[config.mk]
export PLATFORM = sky130hd
export DESIGN_NAME = gpath_guard
export DESIGN_NICKNAME = d
export VERILOG_FILES = /design/src/rtl/gpg_pkg.sv /design/src/rtl/gpg_sync.sv /design/src/rtl/gpg_timer.sv /design/src/rtl/gpg_limits.sv /design/src/rtl/gpath_guard.sv
export SDC_FILE = /design/constraint.sdc
export NUM_CORES = 1
export LEC_CHECK = 0
export BUFFER_PORTS_ARGS = -buffer_cell sky130_fd_sc_hd__buf_2
export CAP_MARGIN = 10
export CORE_ASPECT_RATIO = 1.1
export CORE_MARGIN = 1.5
export CORE_UTILIZATION = 40
export CTS_CLUSTER_DIAMETER = 30
export DETAILED_ROUTE_END_ITERATION = 16
export PLACE_DENSITY_LB_ADDON = 0.3
export SETUP_SLACK_MARGIN = 0.4
export SLEW_MARGIN = 20
export SYNTH_ARGS = -nofsm -noshare
export SYNTH_HDL_FRONTEND = slang
export SYNTH_SLANG_ARGS = --single-unit
[constraint.sdc]
create_clock -name clk -period 3.6 [get_ports clk]
set_clock_uncertainty 0.2 [all_clocks]
set_input_delay 0.36 -clock clk [delete_from_list [all_inputs] [get_ports clk]]
set_output_delay 0.36 -clock clk [all_outputs]
set_load 0.05 [all_outputs]
[src/rtl/gpg_pkg.sv]
package gpg_pkg;
  typedef enum logic [1:0] {
    ST_IDLE = 2'd0,
    ST_ON   = 2'd1,
    ST_TRIP = 2'd2,
    ST_COOL = 2'd3
  } gpg_state_e;

  // power-of-four prescaler as a shift; reserved codes take the largest
  function automatic logic [3:0] presc_shift(input logic [2:0] code);
    return (code > 3'd5) ? 4'd10 : {code, 1'b0};
  endfunction
endpackage

[src/rtl/gpg_sync.sv]
module gpg_sync #(
  parameter int STAGES = 2
) (
  input  logic clk,
  input  logic rst_n,
  input  logic d,
  output logic lvl,
  output logic rise
);
  logic [STAGES-1:0] ff;
  logic              prev;

  for (genvar g = 0; g < STAGES; g++) begin : g_stage
    if (g == 0) begin : g_first
      always_ff @(posedge clk or negedge rst_n)
        if (!rst_n) ff[g] <= 1'b0;
        else        ff[g] <= d;
    end else begin : g_next
      always_ff @(posedge clk or negedge rst_n)
        if (!rst_n) ff[g] <= 1'b0;
        else        ff[g] <= ff[g-1];
    end
  end

  always_ff @(posedge clk or negedge rst_n)
    if (!rst_n) prev <= 1'b0;
    else        prev <= ff[STAGES-1];

  assign lvl  = ff[STAGES-1];
  assign rise = ff[STAGES-1] & ~prev;
endmodule

[src/rtl/gpg_timer.sv]
module gpg_timer #(
  parameter int W = 8
) (
  input  logic         clk,
  input  logic         rst_n,
  input  logic         clr,
  input  logic         tick,
  input  logic [W-1:0] limit,
  output logic         done
);
  logic [W-1:0] cnt;

  assign done = (cnt == limit);

  always_ff @(posedge clk or negedge rst_n)
    if (!rst_n)              cnt <= '0;
    else if (clr)            cnt <= '0;
    else if (tick && !done)  cnt <= cnt + 1'b1;
endmodule

[src/rtl/gpg_limits.sv]
module gpg_limits
  import gpg_pkg::*;
#(
  parameter int BASE_TICKS = 8,
  parameter int COOL_SHORT = 6,
  parameter int COOL_MID   = 30,
  parameter int COOL_LONG  = 120,
  parameter int T1W        = 14,
  parameter int CW         = 7
) (
  input  logic [2:0]     presc_sel,
  input  logic [1:0]     cool_sel,
  output logic [T1W-1:0] t1_limit,
  output logic [CW-1:0]  cool_limit
);
  assign t1_limit = T1W'(BASE_TICKS) << presc_shift(presc_sel);

  always_comb begin
    case (cool_sel)
      2'd0:    cool_limit = CW'(COOL_SHORT);
      2'd1:    cool_limit = CW'(COOL_MID);
      default: cool_limit = CW'(COOL_LONG);
    endcase
  end
endmodule

[src/rtl/gpath_guard.sv]
module gpath_guard
  import gpg_pkg::*;
#(
  parameter int BASE_TICKS  = 8,
  parameter int GAP_TICKS   = 5,
  parameter int COOL_SHORT  = 6,
  parameter int COOL_MID    = 30,
  parameter int COOL_LONG   = 120,
  parameter int SYNC_STAGES = 2
) (
  input  logic       clk,
  input  logic       rst_n,
  input  logic       pwm_in,
  input  logic       tick_ms,
  input  logic [2:0] presc_sel,
  input  logic [1:0] cool_sel,
  output logic       sw_en,
  output logic       gate_en,
  output logic       fault_req,
  output logic [1:0] state_o
);
  localparam int T1W = $clog2(BASE_TICKS * 1024 + 1);
  localparam int GW  = $clog2(GAP_TICKS + 1);
  localparam int CW  = $clog2(COOL_LONG + 1);

  gpg_state_e     st, nx;
  logic           pwm_lvl, pwm_rise;
  logic [T1W-1:0] t1_limit;
  logic [CW-1:0]  cool_limit;
  logic           t1_done, gap_done, cool_done;
  logic           gap_clr;
  logic           sw_q, gate_q, fault_q;

  gpg_sync #(.STAGES(SYNC_STAGES)) u_sync (
    .clk(clk), .rst_n(rst_n), .d(pwm_in), .lvl(pwm_lvl), .rise(pwm_rise)
  );

  gpg_limits #(
    .BASE_TICKS(BASE_TICKS), .COOL_SHORT(COOL_SHORT), .COOL_MID(COOL_MID),
    .COOL_LONG(COOL_LONG), .T1W(T1W), .CW(CW)
  ) u_limits (
    .presc_sel(presc_sel), .cool_sel(cool_sel),
    .t1_limit(t1_limit), .cool_limit(cool_limit)
  );

  // on-time budget: runs only while active
  gpg_timer #(.W(T1W)) u_ontime (
    .clk(clk), .rst_n(rst_n), .clr(st != ST_ON), .tick(tick_ms),
    .limit(t1_limit), .done(t1_done)
  );

  // gap window: restarted by any high level and by every state change
  assign gap_clr = pwm_lvl || (nx != st) || !(st == ST_ON || st == ST_TRIP);

  gpg_timer #(.W(GW)) u_gap (
    .clk(clk), .rst_n(rst_n), .clr(gap_clr), .tick(tick_ms),
    .limit(GW'(GAP_TICKS)), .done(gap_done)
  );

  gpg_timer #(.W(CW)) u_cool (
    .clk(clk), .rst_n(rst_n), .clr(st != ST_COOL), .tick(tick_ms),
    .limit(cool_limit), .done(cool_done)
  );

  always_comb begin
    nx = st;
    case (st)
      ST_IDLE: if (pwm_rise) nx = ST_ON;
      ST_ON: begin
        if (t1_done)       nx = ST_TRIP;   // budget wins over a gap end
        else if (gap_done) nx = ST_IDLE;
      end
      ST_TRIP: if (gap_done)  nx = ST_COOL;
      ST_COOL: if (cool_done) nx = ST_IDLE;
      default: nx = ST_IDLE;
    endcase
  end

  always_ff @(posedge clk or negedge rst_n)
    if (!rst_n) begin
      st      <= ST_IDLE;
      sw_q    <= 1'b0;
      gate_q  <= 1'b0;
      fault_q <= 1'b0;
    end else begin
      st      <= nx;
      sw_q    <= (nx == ST_ON);
      gate_q  <= (nx == ST_ON);
      fault_q <= (st == ST_ON) && (nx == ST_TRIP);
    end

  assign sw_en     = sw_q;
  assign gate_en   = gate_q;
  assign fault_req = fault_q;
  assign state_o   = st;
endmodule

# [Yosys cells after proc, flatten, opt, wreduce, memory -nomap -nowiden]
# Cells that the tools add are included.
[classes] add_sub_neg=3 n_lt_le_gt_ge=1 n_eq_ne=12 shift=1 mux=14 bitwise=2 reduce_logical=16
[ops] cell="two-way mux 14 bit" n=2
[ops] cell="adder 14 x 1 -> 14 bit, second input constant" n=1
[ops] cell="== test 14 bit" n=1
[ops] cell="two-way mux 7 bit" n=2
[ops] cell="case mux 7 bit (2 select lines)" n=1
[ops] cell="<< shifter 4 x 4 -> 14 bit, first input constant" n=1
[ops] cell="two-way mux 2 bit" n=5
[ops] cell="case mux 2 bit (4 select lines)" n=1
[ops] cell="adder 7 x 1 -> 7 bit, second input constant" n=1
[ops] cell="== test 7 bit" n=1
[ops] cell="== test 2 x 1 -> 1 bit, second input constant" n=3
[ops] cell="== test 2 bit, second input constant" n=3
[ops] cell="two-way mux 3 bit" n=2
[ops] cell="nonzero test 2 bit" n=3
[ops] cell="logical AND 1 bit" n=4
[ops] cell="zero test 1 bit" n=4
[ops] cell="zero test 2 bit" n=2
[ops] cell="two-way mux 4 bit" n=1
[ops] cell="adder 3 x 1 -> 3 bit, second input constant" n=1
[ops] cell="== test 3 bit, second input constant" n=1
[ops] cell="> comparator 3 bit, second input constant" n=1
[ops] cell="logical OR 1 bit" n=3
[ops] cell="inequality test 2 x 1 -> 1 bit, second input constant" n=1
[ops] cell="inequality test 2 bit" n=1
[ops] cell="3 further kinds" n=3
[totals] reg_bits=31 input_bits=9 out_inout_bits=5 word_cells=58

# [Logic depth before layout (Yosys ltp)]
# Gate-level depths: netlist (run 1).
[depth] word_depth=10 ltp_mapped=9 ltp_nobuf=8

# [By module]
# From an unflattened synthesis (run 1), not the netlist that was laid out.
[hier_totals] hier_cells=241 hier_area_um2=2207.1
[by_module_without_submodules] mod="gpg_timer (u_ontime)" instances=1 cells_per_inst=103 area_each_um2=932.1 seq_area_each_um2=350.3
[by_module_without_submodules] mod="gpg_timer (u_cool)" instances=1 cells_per_inst=47 area_each_um2=450.4 seq_area_each_um2=175.2
[by_module_without_submodules] mod="gpath_guard" instances=1 cells_per_inst=37 area_each_um2=315.3 seq_area_each_um2=100.1
[by_module_without_submodules] mod="gpg_timer (u_gap)" instances=1 cells_per_inst=28 area_each_um2=267.8 seq_area_each_um2=75.1
[by_module_without_submodules] mod="gpg_limits" instances=1 cells_per_inst=22 area_each_um2=152.6 seq_area_each_um2=0.0
[by_module_without_submodules] mod="gpg_sync" instances=1 cells_per_inst=4 area_each_um2=88.8 seq_area_each_um2=75.1

# [Least setup slack after synthesis (run 1)]
# OpenSTA, ideal clock, no wires.
[synth_timing] kind="register -> register" startpoint="reg u_cool.cnt[3]" endpoint="reg u_gap.cnt[0]" arrival_time_ns=1.819 t_required_ns=3.270 slack_ns=1.450 stages_incl_launch_ff=8 n_path_buf=0 period_less_slack_ns=2.150 path_cell_list="dfrtp_1 or4_1 a21o_1 o21ai_4 nand2_2 a211o_1 a21oi_2 nor3_1"
[synth_via] elab_chain_cells=7 word_cells_on_any_way=8 classes_between="2 x eq/ne; 3 x mux; 3 x reduce/logical"
[synth_lines] element="start: declaration" line_no="gpg_timer.sv:11" rtl="logic [W-1:0] cnt;"
[synth_lines] element="start signal: assignment" line_no="gpg_timer.sv:18" rtl="else if (tick && !done) cnt <= cnt + 1'b1;"
[synth_lines] element="== test 7 bit (*)" line_no="gpg_timer.sv:13" rtl="assign done = (cnt == limit);"
[synth_lines] element="two-way mux 2 bit (*)" line_no="gpath_guard.sv:74" rtl="ST_COOL: if (cool_done) nx = ST_IDLE;"
[synth_lines] element="case mux 2 bit (4 select lines) (*)" line_no="gpath_guard.sv:67" rtl="case (st)"
[synth_lines] element="inequality test 2 bit (*)" line_no="gpath_guard.sv:53" rtl="assign gap_clr = pwm_lvl || (nx != st) || !(st == ST_ON || st == ST_TRIP);"
[synth_lines] element="logical OR 1 bit (*) (2 in a row)" line_no="gpath_guard.sv:53"
[synth_lines] element="two-way mux 3 bit / nonzero test 2 bit (equally long branches)"
[synth_lines] element="end signal: assignment" line_no="gpg_timer.sv:18"
[synth_lines] element="end: declaration" line_no="gpg_timer.sv:11"
# Every way passes the cells marked *; elsewhere a longest branch is shown, timed or not.
# A chain may end at the register's enable or synchronous reset.

# [Final worst setup path (run 1)]
# Same ends and word-level chain as after synthesis.

==> results.txt, run 1 <==
The routed wire length is 3.66 mm. The leading area contributor after synthesis is dfrtp_1. The number of vias per cell after detailed routing is 5.47. Counting every instance in the synthesized netlist gives 197. The number of global-route vias before repair came out at 1471.

In the final layout, the share of cells above drive strength 1 is 13.9%. The core area is 0.00438 sq mm. For this run, the leading register cell type out of synthesis is dfrtp_1. The number of clock buffers inserted by TritonCTS came out at 5.

The top cell type's share of synthesized area came out at 41.5%. The run finished with clean final reports. Data arrives at the worst endpoint at 2250 ps. The most common cell in the synthesized netlist is dfrtp_1. The final number of max-transition violations came out at 0. Static timing analysis puts the maximum clock frequency at 437 MHz. The critical path is of the flip-flop to flip-flop type.

The finished cells cover 0.00213 sq mm. The total of warnings raised by yosys came out at 0. The placer congestion estimate came out at 0.895.

The count of H-tree levels built during CTS is 2. The slew at the pin closest to its max-slew limit came out at 697 ps. The worst setup path is captured at a flip-flop. The routed length per placed instance is 13.6 microns. The number of detailed-routing iterations run before antenna repair is 4. The max-slew headroom at the worst pin came out at 53.5%.

The clock insertion delay at the later pin of the skew report came out at 290 ps. The area after detailed placement is 0.00197 sq mm. The clock net sink count came out at 31.

The average instance area after synthesis is 9.49 sq um. Gates resized during post-CTS repair numbered 0. The growth of design area from synthesis to finish came out at 13.9%. The post-route minimum period came out at 2290 ps. The count of unique library cells instantiated by Yosys came out at 46.

By area the synthesized netlist is led by dfrtp_1 (41%), ha_1 (6.0%), xnor2_1 (5.6%), and2_1 (4.7%), nand2_1 (4.2%). The commonest cells after synthesis are dfrtp_1 (31), nand2_1 (21), and2_1 (14). The die height is 74.7 microns.

The DRC marker count from the first detailed-route iteration came out at 74. The reg2reg setup slack came out at 1310 ps. The max-cap check violation count came out at 0. Cells fill 48.6% of the core in the end. The data required time of the worst path is 3560 ps. The synthesized netlist net count is 215. In this run the remaining antenna-violating nets after routing total 0. After synthesis the netlist holds a flip-flop and latch count of 31. The half-perimeter wire length of the detailed placement result came out at 2.54 mm. The via count of the routed design came out at 1477. The path class of the tightest hold or removal check is flip-flop to flip-flop.

Power spread over the standard cell area amounts to 544 mW/mm^2. Entering global routing, the biggest net connects 32 pins. The count of inserted antenna diode cells is 0.

The die footprint came out at 0.00509 sq mm. The initial cell density of the core is 42.7%. Setup violations remaining at the end of the flow were counted as 0. The total global-route track usage came out at 16.9%.

The TritonCTS clock tree is yes. The synthesized area came out at 0.00187 sq mm. The final sum of negative setup slack came out at 0 ps. The maximum fanout count along the critical path came out at 6. The post-route fraction of the period consumed by the critical path is 63.6%. The category of the worst setup path launch point is a flip-flop. The number of enable-type register cells in the synthesized netlist came out at 0. The worst-case IR drop observed on VDD is 196 uV.

The row count came out at 25. The clock transition at the registers of the reported paths is 70 ps. Clock tree synthesis selected as its root buffer the cell clkbuf_8.

The longest clock path from root to sink contains 2 buffers. The number of I/O port buffers is 13. The total power of the final layout came out at 1.16 mW. Setup repair after global routing left no endpoint under its margin. The post-layout net count is 233. The async set or reset register ratio after synthesis came out at 100%. The top-level I/O count is 14. The first-pass GRT wire length is 6.42 mm. Summed over all cells, the static leakage comes to 0.920 nW. The horizontal extent of the die is 68.2 microns.

The detailed-route DRC error count came out at 0. The hold violation count in the final report came out at 0. The sequential element share of the synthesized area is 41.5%. The initial antenna violation count is 0. Summed over all layers, the global routing overflow is 0.
report_power, final:
group / internal (mW) / leakage, nW / switching (mW) / total [mW]
Clock: 0.276 / 0.0644 / 0.141 / 0.417
Sequential: 0.375 / 0.422 / 0.0279 / 0.403
Combinational: 0.105 / 0.434 / 0.233 / 0.338
Total: 0.756 / 0.920 / 0.401 / 1.16
kinds of logic (layout without fill, tap and decap cells):
family          Yosys count  after routing  share of synthesized area (%)
buf+inv                  16             35                           4.22
compound gates           35             35                           13.5
xor+xnor                 14             14                           6.56
mux                       2              2                           1.07
flops                    31             31                           41.5
fa+ha+maj                 9              9                           6.02
simple gates             90             90                           27.1
routing by layer:
metal,up-vias,wire (microns),global-route usage (%)
li1,731,-,-
met1,715,1640,19.8
met2,26,1850,29.2
met3,5,121,4.48
met4,0,57,6.89
met5,-,0,0
state kept, by name, summed over array words and instances, names as in the netlist:
register      flops
u_cool.cnt        7
u_sync.ff         1
u_ontime.cnt     14
state_o           2
fault_req         1
u_gap.cnt         3
u_sync.lvl        1
u_sync.prev       1
gate_en           1
placed cells by master, fill, tap and decap left out, types with 2 or more instances in the layout:
cell type / instances
buf_2: 13
nand3b_1: 5
a21boi_0: 2
and3_1: 3
o21ai_0: 13
xnor2_1: 12
nor3b_1: 3
nor2_1: 10
mux2i_1: 2
or3_1: 3
o22a_1: 2
ha_1: 9
inv_1: 11
a21oi_1: 3
nor3_1: 4
dlygate4sd3_1: 2
dfrtp_1: 31
a211o_1: 2
nor4b_1: 2
nand2_1: 21
bufinv_16: 2
nand4_1: 10
nand3_1: 5
nor2b_1: 3
clkbuf_8: 5
xor2_1: 2
and2_1: 14
cell type report:
type                       count  area [sq um]
clock buffer                   5          68.8
clock inverter                 3          67.6
fill                         430          2250
inverter                      11          41.3
multi-input combinational    150          1010
sequential                    31           776
tap                           54          67.6
timing repair buffer          16          92.6
worst max-delay path: stages, from the launching register on:
cell and delay [ps]:
dfrtp_1 440, or4_1 530, a21o_1 210, o21ai_4 160, nand2_2 80, a211o_1 280
a21oi_2 190, nor3_1 80
per-stage QoR:
step / cells / worst slack (ps) / hold WS (ps)
floorplan: 197 / 1450 / -136
global placement: 260 / 1290 / 132
detailed placement: 260 / 1270 / 136
CTS: 270 / 1300 / 154
global route: 270 / 1130 / 157
finish: 270 / 1310 / 151
path summary, 6_finish.rpt:
check	start	end	cells past startpoint
max reg2reg	u_cool.cnt[3]	u_gap.cnt[0]	7
max in group asynchronous	rst_n	state_o[0]	2
min reg2reg	u_sync.ff[0]	u_sync.lvl	0
min in group asynchronous	rst_n	u_cool.cnt[3]	2
min	u_sync.ff[0]	u_sync.lvl	0
max	u_cool.cnt[3]	u_gap.cnt[0]	7
what timing repair did:
item | in CTS | in global routing
hold buffers | 2 | 0
endpoints found under the hold margin | 32 | 0
buffers inserted | 0 | 0
Power figures use the tool's default switching activity.
==> run 2, diff against run 1 <==
Settings changed: ABC_AREA from default to 1.
Clock period 3.6 ns to 2.2 ns, I/O delays scaled along.
==> results.txt, run 2 <==
The flow ran to the end, and the final reports show no timing, DRC or antenna violations. The standby leakage power came to 1.33 nW (+44%). Ranked by instance count, the synthesized netlist is headed by nand2_1 (58), inv_1 (35), nand3_1 (33).

The number of enable-type register cells in the synthesized netlist came out at 0 (unchanged). The half-perimeter wire length of the detailed placement result came out at 3.35 mm (+32%). The growth of design area from synthesis to finish is 32.6%. The number of global-route vias before repair is 1955 (+33%). The number of clock buffers inserted by TritonCTS was 5 (unchanged). The post-synthesis cell count is 281 (+43%).

The adder-cell share of the synthesized area is 5.32% (-0.71 points). The DRC marker count from the first detailed-route iteration is 75 (+1.4%). The hold slack is 146 ps (-5.82 ps).

The antenna violation net count after detailed routing is 0 (unchanged). The final number of max-transition violations was 0 (unchanged). The main combinational cell family by area after synthesis is simple AND/OR/NAND/NOR gates. On the critical path the largest part of the delay comes from simple AND/OR/NAND/NOR gates. The fraction of the mapped netlist area in compound gates is 9.98% (-3.5 points). The maximum vdd ir drop was 315 uV (+61%). The count of unique library cells instantiated by Yosys came out at 32 (-30%).

The count of H-tree levels built during CTS came out at 2 (unchanged). The routed wire length is 5.13 mm (+40%). The die height was 79.3 microns (+6.2%).

The count of inserted antenna diode cells came out at 0 (unchanged). The number of synthesized register bits came to 31 (unchanged). The relative contribution of combinational cells to total power is 52.8% (+24 points). In the post-synthesis netlist, the biggest area contributors are dfrtp_1 (37%), nand2_1 (10%), nand3_1 (7.8%), inv_1 (6.2%), ha_1 (5.3%). The clock transition at the registers of the reported paths is 70 ps (about the same). The internal power component is 1.35 mW (+79%).

u_ontime.cnt holds more flip-flops than any other register. The maximum fanout count along the critical path is 8 (+2). The clock share of power is 17.7% (-18 points).

The final setup violation count is 0 (unchanged). The initial antenna violation count came out at 0 (unchanged). The number of detailed-routing iterations run before antenna repair came to 4 (unchanged). The sequential fraction of design power came to 29.5% (-5.3 points). The horizontal extent of the die is 72.4 microns (+6.2%). The final global-route overflow total came out at 0 (unchanged).

The clock insertion delay at the later pin of the skew report is 290 ps (about the same). The biggest area contributor in the post-synthesis netlist is dfrtp_1. The die footprint came out at 0.00574 sq mm (+13%).

The top-level I/O count is 14 (unchanged). The filler-free cell count of the finished design is 384 (+42%). TritonCTS built the clock tree. The worst setup path is launched from a flip-flop. The maximum frequency from static timing analysis came out at 534 MHz (+22%). The clock net sink count is 31 (unchanged). The number of I/O port buffers came to 13 (unchanged). Setup repair after global routing could not meet its margin everywhere.

The synthesized area came out at 0.00212 sq mm (+13%). The mux share of post-synthesis cell area came out at 0% (-1.1 points). The class of the worst hold path is input pin to flip-flop. The initial cell density of the core is 41.8% (-0.88 points). The synthesized netlist net count is 299 (+39%). The total global-route track usage was 18.7% (+1.8 points). The slew at the pin closest to its max-slew limit came out at 714 ps (+17.0 ps).

The data required time of the worst path came out at 2170 ps (-1390 ps). The critical path data arrival time is 1850 ps (-400 ps). The post-synthesis share of cell area spent on xor and xnor gates is 3.31% (-3.3 points).

The worst path setup slack after routing came out at 328 ps (-983 ps). The simple-gate portion of the synthesized area came out at 35.1% (+8.0 points). nand2_1 is the most common cell in the netlist.

The slowest stage of the critical path is the dfrtp_1 cell. The top cell type's share of synthesized area is 36.6% (-4.9 points). The pre-CTS setup slack came out at 264 ps (-1010 ps). The placer congestion estimate is 0.856 (-4.4%). The post-layout net count came out at 343 (+47%).

The max-slew headroom at the worst pin is 52.4% (-1.1 points). The maximum cell stage delay along the critical path came out at 420 ps (-110 ps). The total of warnings raised by yosys came out at 0 (unchanged). The largest registers in the layout are u_ontime.cnt x14, u_cool.cnt x7, u_gap.cnt x3. The average instance area after synthesis came out at 7.54 sq um (-21%). The critical path is of the flip-flop to flip-flop type. The root cell of the clock tree is clkbuf_8. In the layout the commonest cells are nand2_1 (46), dfrtp_1 (28), inv_1 (26). The row count came out at 27 (+8.0%). The detailed-route DRC error count came out at 0 (unchanged). The via count of the routed design came out at 1999 (+35%).

The power per cell area is 874 mW/mm^2 (+61%). The leading register cell type out of synthesis is dfrtp_1. The first-pass GRT wire length came out at 8.36 mm (+30%). The routed length per placed instance came to 13.4 microns (-1.5%). The fraction of final layout cells sized beyond drive strength 1 came out at 39.6% (+26 points). The number of cells in the design after placement is 349 (+34%). Leaving out fill and tap cells, the most frequent cell in the layout is nand2_1. The core area was 0.00507 sq mm (+16%). The sequential element share of the synthesized area is 36.6% (-4.9 points). The final sum of negative setup slack came out at 0 ps (unchanged). The flip-flop count of the largest register, all copies and words added came out at 14 (unchanged). The switching fraction of total power is 45.0% (+10 points).

The net switching component of the power is 1.10 mW (+170%). The async set or reset register ratio after synthesis came out at 100% (unchanged). The max-cap check violation count came to 0 (unchanged). The critical path goes through inv_2 -> ha_4 -> nand2_4 -> nor2_4 -> nand3_2 -> nor2_4 -> nand3_2 -> nand2_4 -> buf_12 -> nand2_8 -> nand2_1 -> o21ai_2. The clock tree buffer depth came out at 2 (unchanged). The hold violation count in the final report is 0 (unchanged). The post-route minimum period came out at 1870 ps (-417 ps). The number of buffer and inverter instances along the worst setup path is 2 (+2). The post-route fraction of the period consumed by the critical path is 85.1% (+22 points).

The number of vias per cell after detailed routing is 5.21 (-4.8%). The endpoint kind of the worst setup timing path is a flip-flop. The largest net degree at the start of global routing was 32 (unchanged).
[run 2: changes by cell type in the layout (fill, tap and decap cells not counted), moves of 14 or more]
cell,delta
inv_1,+15
nand3_1,+20
nand2_1,+25
inv_2,+15
buf_4,+21
and2_1,-14
[run 2: path summary, 6_finish.rpt]
path	from	end	slack, ps	depth (start not counted)
worst max-delay path	u_ontime.cnt[0]	u_ontime.cnt[11]	330	12
min in group asynchronous	rst_n	u_cool.cnt[0]	320	2
worst min-delay path	tick_ms	u_cool.cnt[1]	150	4
worst max register to register	u_ontime.cnt[0]	u_ontime.cnt[11]	330	12
max in group asynchronous	rst_n	state_o[0]	960	2
worst min register to register	u_sync.ff[0]	u_sync.lvl	160	0
[run 2: area by class of cell]
type / count / area [sq um]
Fill cell: 455 / 2260
Multi-Input combinational cell: 203 / 1390
Sequential cell: 31 / 785
Timing Repair Buffer: 40 / 302
Inverter: 44 / 175
Tap cell: 58 / 72.6
Clock buffer: 5 / 68.8
Clock inverter: 3 / 15.0
[run 2: power by group through the flow]
stage	logic (mW)	registers, mW	clock network [mW]
finish	1.30	0.723	0.434
global route	1.41	0.732	0.493
CTS	1.15	0.722	0.455
detailed placement	0.889	0.748	0
global placement	0.882	0.743	0
floorplan	0.639	0.842	0
[run 2: stage by stage]
step	power [mW]	utilization [%]	instance area, sq um
2_1_floorplan	1.48	-	2190
3_3_place_gp	1.63	45.2	2290
3_5_place_dp	1.64	45.2	2290
4_1_cts	2.33	51.5	2610
5_1_grt	2.64	55.4	2810
6_report	2.45	55.4	2810
[run 2: repair_timing]
item	4_1_cts	5_1_grt
gates resized for setup	18	33
hold endpoints to repair	32	0
setup buffers	17	7
cloned	0	1
setup endpoints to repair	20	27
pin swaps	10	22
hold buffers	2	0
[run 2: tightest hold or removal path: stages]
cell     delay (ps)
buf_2           150
nand2_4          90
nand3_1          70
nand2_1          50
[run 2: metal layers]
| metal | vias up | global-route usage (%) | share of wire (%) |
|---|---|---|---|
| met5 | - | 0 | 0 |
| met4 | 0 | 10.6 | 2.4 |
| met3 | 14 | 4.57 | 3.7 |
| met2 | 39 | 32.9 | 53 |
| met1 | 940 | 20.3 | 41 |
| li1 | 1006 | - | - |
[run 2: cell families after synthesis]
logic type,after synthesis
compound gates,33
buf+inv,48
xor+xnor,8
fa+ha+maj,9
flops,31
simple gates,152
==> run 3, diff against run 2 <==
Settings changed: BUFFER_PORTS_ARGS -buffer_cell sky130_fd_sc_hd__buf_2 to default, DONT_BUFFER_PORTS from default to 1.
==> results.txt, run 3 (synthesis gave the netlist of run 2 again) <==
The final global-route overflow total came out at 0 (unchanged). The number of cells in the design after placement came out at 338 (-3.2%). The first-pass GRT wire length was 8.36 mm (unchanged). The filler-free cell count of the finished design is 377 (-1.8%).

The final setup violation count came out at 0 (unchanged). By startpoint and endpoint, the worst setup path is classified as flip-flop to flip-flop. The horizontal extent of the die is 72.4 microns (unchanged).

The number of vias per cell after detailed routing came out at 5.24 (+0.68%). The number of I/O port buffers came out at 0 (-13). The maximum fanout count along the critical path is 8 (unchanged).

The clock insertion delay at the later pin of the skew report is 290 ps (about the same). The DRC marker count from the first detailed-route iteration is 113 (+51%). The half-perimeter wire length of the detailed placement result is 3.37 mm (+0.54%).

The post-route fraction of the period consumed by the critical path was 86.8% (+1.7 points). The critical path data arrival time came out at 1940 ps (+90 ps). The final instance area came out at 0.00285 sq mm (+1.5%). The placer congestion estimate was 0.829 (-3.1%). The relative contribution of combinational cells to total power came to 45.1% (-7.7 points). The standby leakage power came out at 1.31 nW (-1.5%). The total global-route track usage is 18.7% (about the same). The final core utilization is 56.3% (+0.84 points).

The clock net sink count is 31 (unchanged). The number of global-route vias before repair came out at 1913 (-2.1%). The growth of design area from synthesis to finish is 34.6%. The worst setup path is launched from a flip-flop. The number of detailed-routing iterations run before antenna repair came out at 4 (unchanged). The number of clock buffers inserted by TritonCTS is 5 (unchanged). The clock tree buffer depth came out at 2 (unchanged). The via count of the routed design came out at 1976 (-1.2%). The hold violation count in the final report came out at 0 (unchanged). The die height was 79.3 microns (unchanged). The die footprint came out at 0.00574 sq mm (unchanged). The post-layout net count came out at 336 (-2.0%). The core area is 0.00507 sq mm (unchanged). The maximum frequency from static timing analysis was 524 MHz (-2.0%). Among the stages of the critical path, the cell type that occurs most often is nand3_2. The top-level I/O count came to 14 (unchanged). The maximum cell stage delay along the critical path was 600 ps (+180 ps). The detailed-route DRC error count is 0 (unchanged). The largest registers in the layout are u_ontime.cnt x14, u_cool.cnt x7, u_gap.cnt x3. The count of inserted antenna diode cells came out at 0 (unchanged).

The flow ran to the end, and the final reports show no timing, DRC or antenna violations. The data required time of the worst path came out at 2230 ps (+60 ps). The net switching component of the power came out at 1.10 mW (-0.17%). The initial cell density of the core came to 41.8% (unchanged). The flip-flop count of the largest register, all copies and words added was 14 (unchanged).

Among all stages on the critical path, the largest delay is contributed by dfrtp_4. The largest register by flop count is u_ontime.cnt. The total power of the final layout is 2.60 mW (+5.8%). The clock share of power came out at 22.7% (+5.0 points). The routed length per placed instance came out at 14.1 microns (+5.8%). The fraction of final layout cells sized beyond drive strength 1 is 39.5% (-0.072 points). The internal power component is 1.49 mW (+11%).

The final sum of negative setup slack came out at 0 ps (unchanged). The power per cell area came out at 910 mW/mm^2 (+4.2%). The final number of max-transition violations is 0 (unchanged). The slew at the pin closest to its max-slew limit is 451 ps (-263 ps).

In this run the clock root is driven by a clkbuf_8. The sequential fraction of design power is 32.2% (+2.7 points). The routed wire length is 5.33 mm (+3.9%). The clock transition at the registers of the reported paths is 70 ps (about the same). The initial antenna violation count is 0 (unchanged).

In the layout the commonest cells are nand2_1 (51), dfrtp_1 (27), nand3_1 (24). Setup repair after global routing could not meet its margin everywhere. Leaving out fill and tap cells, the most frequent cell in the layout is nand2_1. The maximum vdd ir drop is 467 uV (+48%). The switching fraction of total power came to 42.4% (-2.5 points). The antenna violation net count after detailed routing is 0 (unchanged). The largest net degree at the start of global routing came out at 32 (unchanged). The area after detailed placement is 0.00224 sq mm (-2.2%). The post-route minimum period is 1910 ps (+37.7 ps). The max-cap check violation count came out at 0 (unchanged). Traced cell by cell, the critical path runs through inv_4 -> ha_4 -> nand3_2 -> nand3_2 -> a21oi_2 -> nand2_2 -> nand2_2 -> nand2_1 -> nand2_1 -> nand3_2 -> nor2_1. The worst setup path is captured at a flip-flop.

The count of H-tree levels built during CTS is 2 (unchanged). The worst hold path belongs to the class input pin to flip-flop. The row count came out at 27 (unchanged). TritonCTS built the clock tree.

The max-slew headroom at the worst pin came to 70.0% (+18 points).
run 3: final cells by class:
class / instances / area [sq um]
Fill cell: 454 / 2220
Multi-Input combinational cell: 203 / 1370
Sequential cell: 31 / 786
Timing Repair Buffer: 33 / 320
Inverter: 44 / 183
Clock buffer: 6 / 82.6
Tap cell: 58 / 72.6
Clock inverter: 2 / 35.0
run 3: what timing repair did:
item / in CTS / in global routing
hold buffers: 4 / 0
resized for setup: 24 / 34
hold endpoints to repair: 33 / 0
pin swaps: 18 / 25
setup buffers: 15 / 11
endpoints found under the setup margin: 23 / 24
gates cloned: 0 / 1
run 3: layer usage:
| metal | GRT usage [%] | share of wire [%] | vias to the layer above |
|---|---|---|---|
| met5 | 0 | 0 | - |
| met4 | 8.68 | 1.9 | 0 |
| met3 | 3.17 | 3.1 | 10 |
| met2 | 32.6 | 52 | 34 |
| met1 | 22.1 | 43 | 931 |
| li1 | - | - | 1001 |
run 3: power by group through the flow:
stage	combinational (mW)	sequential, mW	clock (mW)
CTS	0.992	0.836	0.606
global route	1.28	0.844	0.625
finish	1.17	0.837	0.589
global placement	0.744	0.841	0
detailed placement	0.745	0.842	0
floorplan	0.639	0.842	0
run 3: final timing paths:
| kind | start | to | slack [ps] | depth (start not counted) |
|---|---|---|---|---|
| setup / recovery | state_o[1] | u_gap.cnt[2] | 290 | 11 |
| hold / removal | tick_ms | u_gap.cnt[0] | 3 | 3 |
| setup reg to reg | state_o[1] | u_gap.cnt[2] | 290 | 11 |
| hold reg to reg | u_sync.ff[0] | u_sync.lvl | 150 | 0 |
| max in group asynchronous | rst_n | state_o[0] | 1420 | 2 |
| min in group asynchronous | rst_n | state_o[1] | 190 | 2 |
run 3: through the flow:
stage	setup WS (ps)	hold WS (ps)
2_1_floorplan	396	-276
3_3_place_gp	189	-275
3_5_place_dp	204	-275
4_1_cts	339	3.70
5_1_grt	184	37.1
6_report	290	3.32
run 3: critical path: cells and delay by family, from the launching register on:
| kind | cells | cell delay [ps] |
|---|---|---|
| fa+ha+maj | 1 | 180 |
| flops | 1 | 600 |
| buf+inv | 1 | 80 |
| simple gates | 8 | 630 |
| compound gates | 1 | 150 |
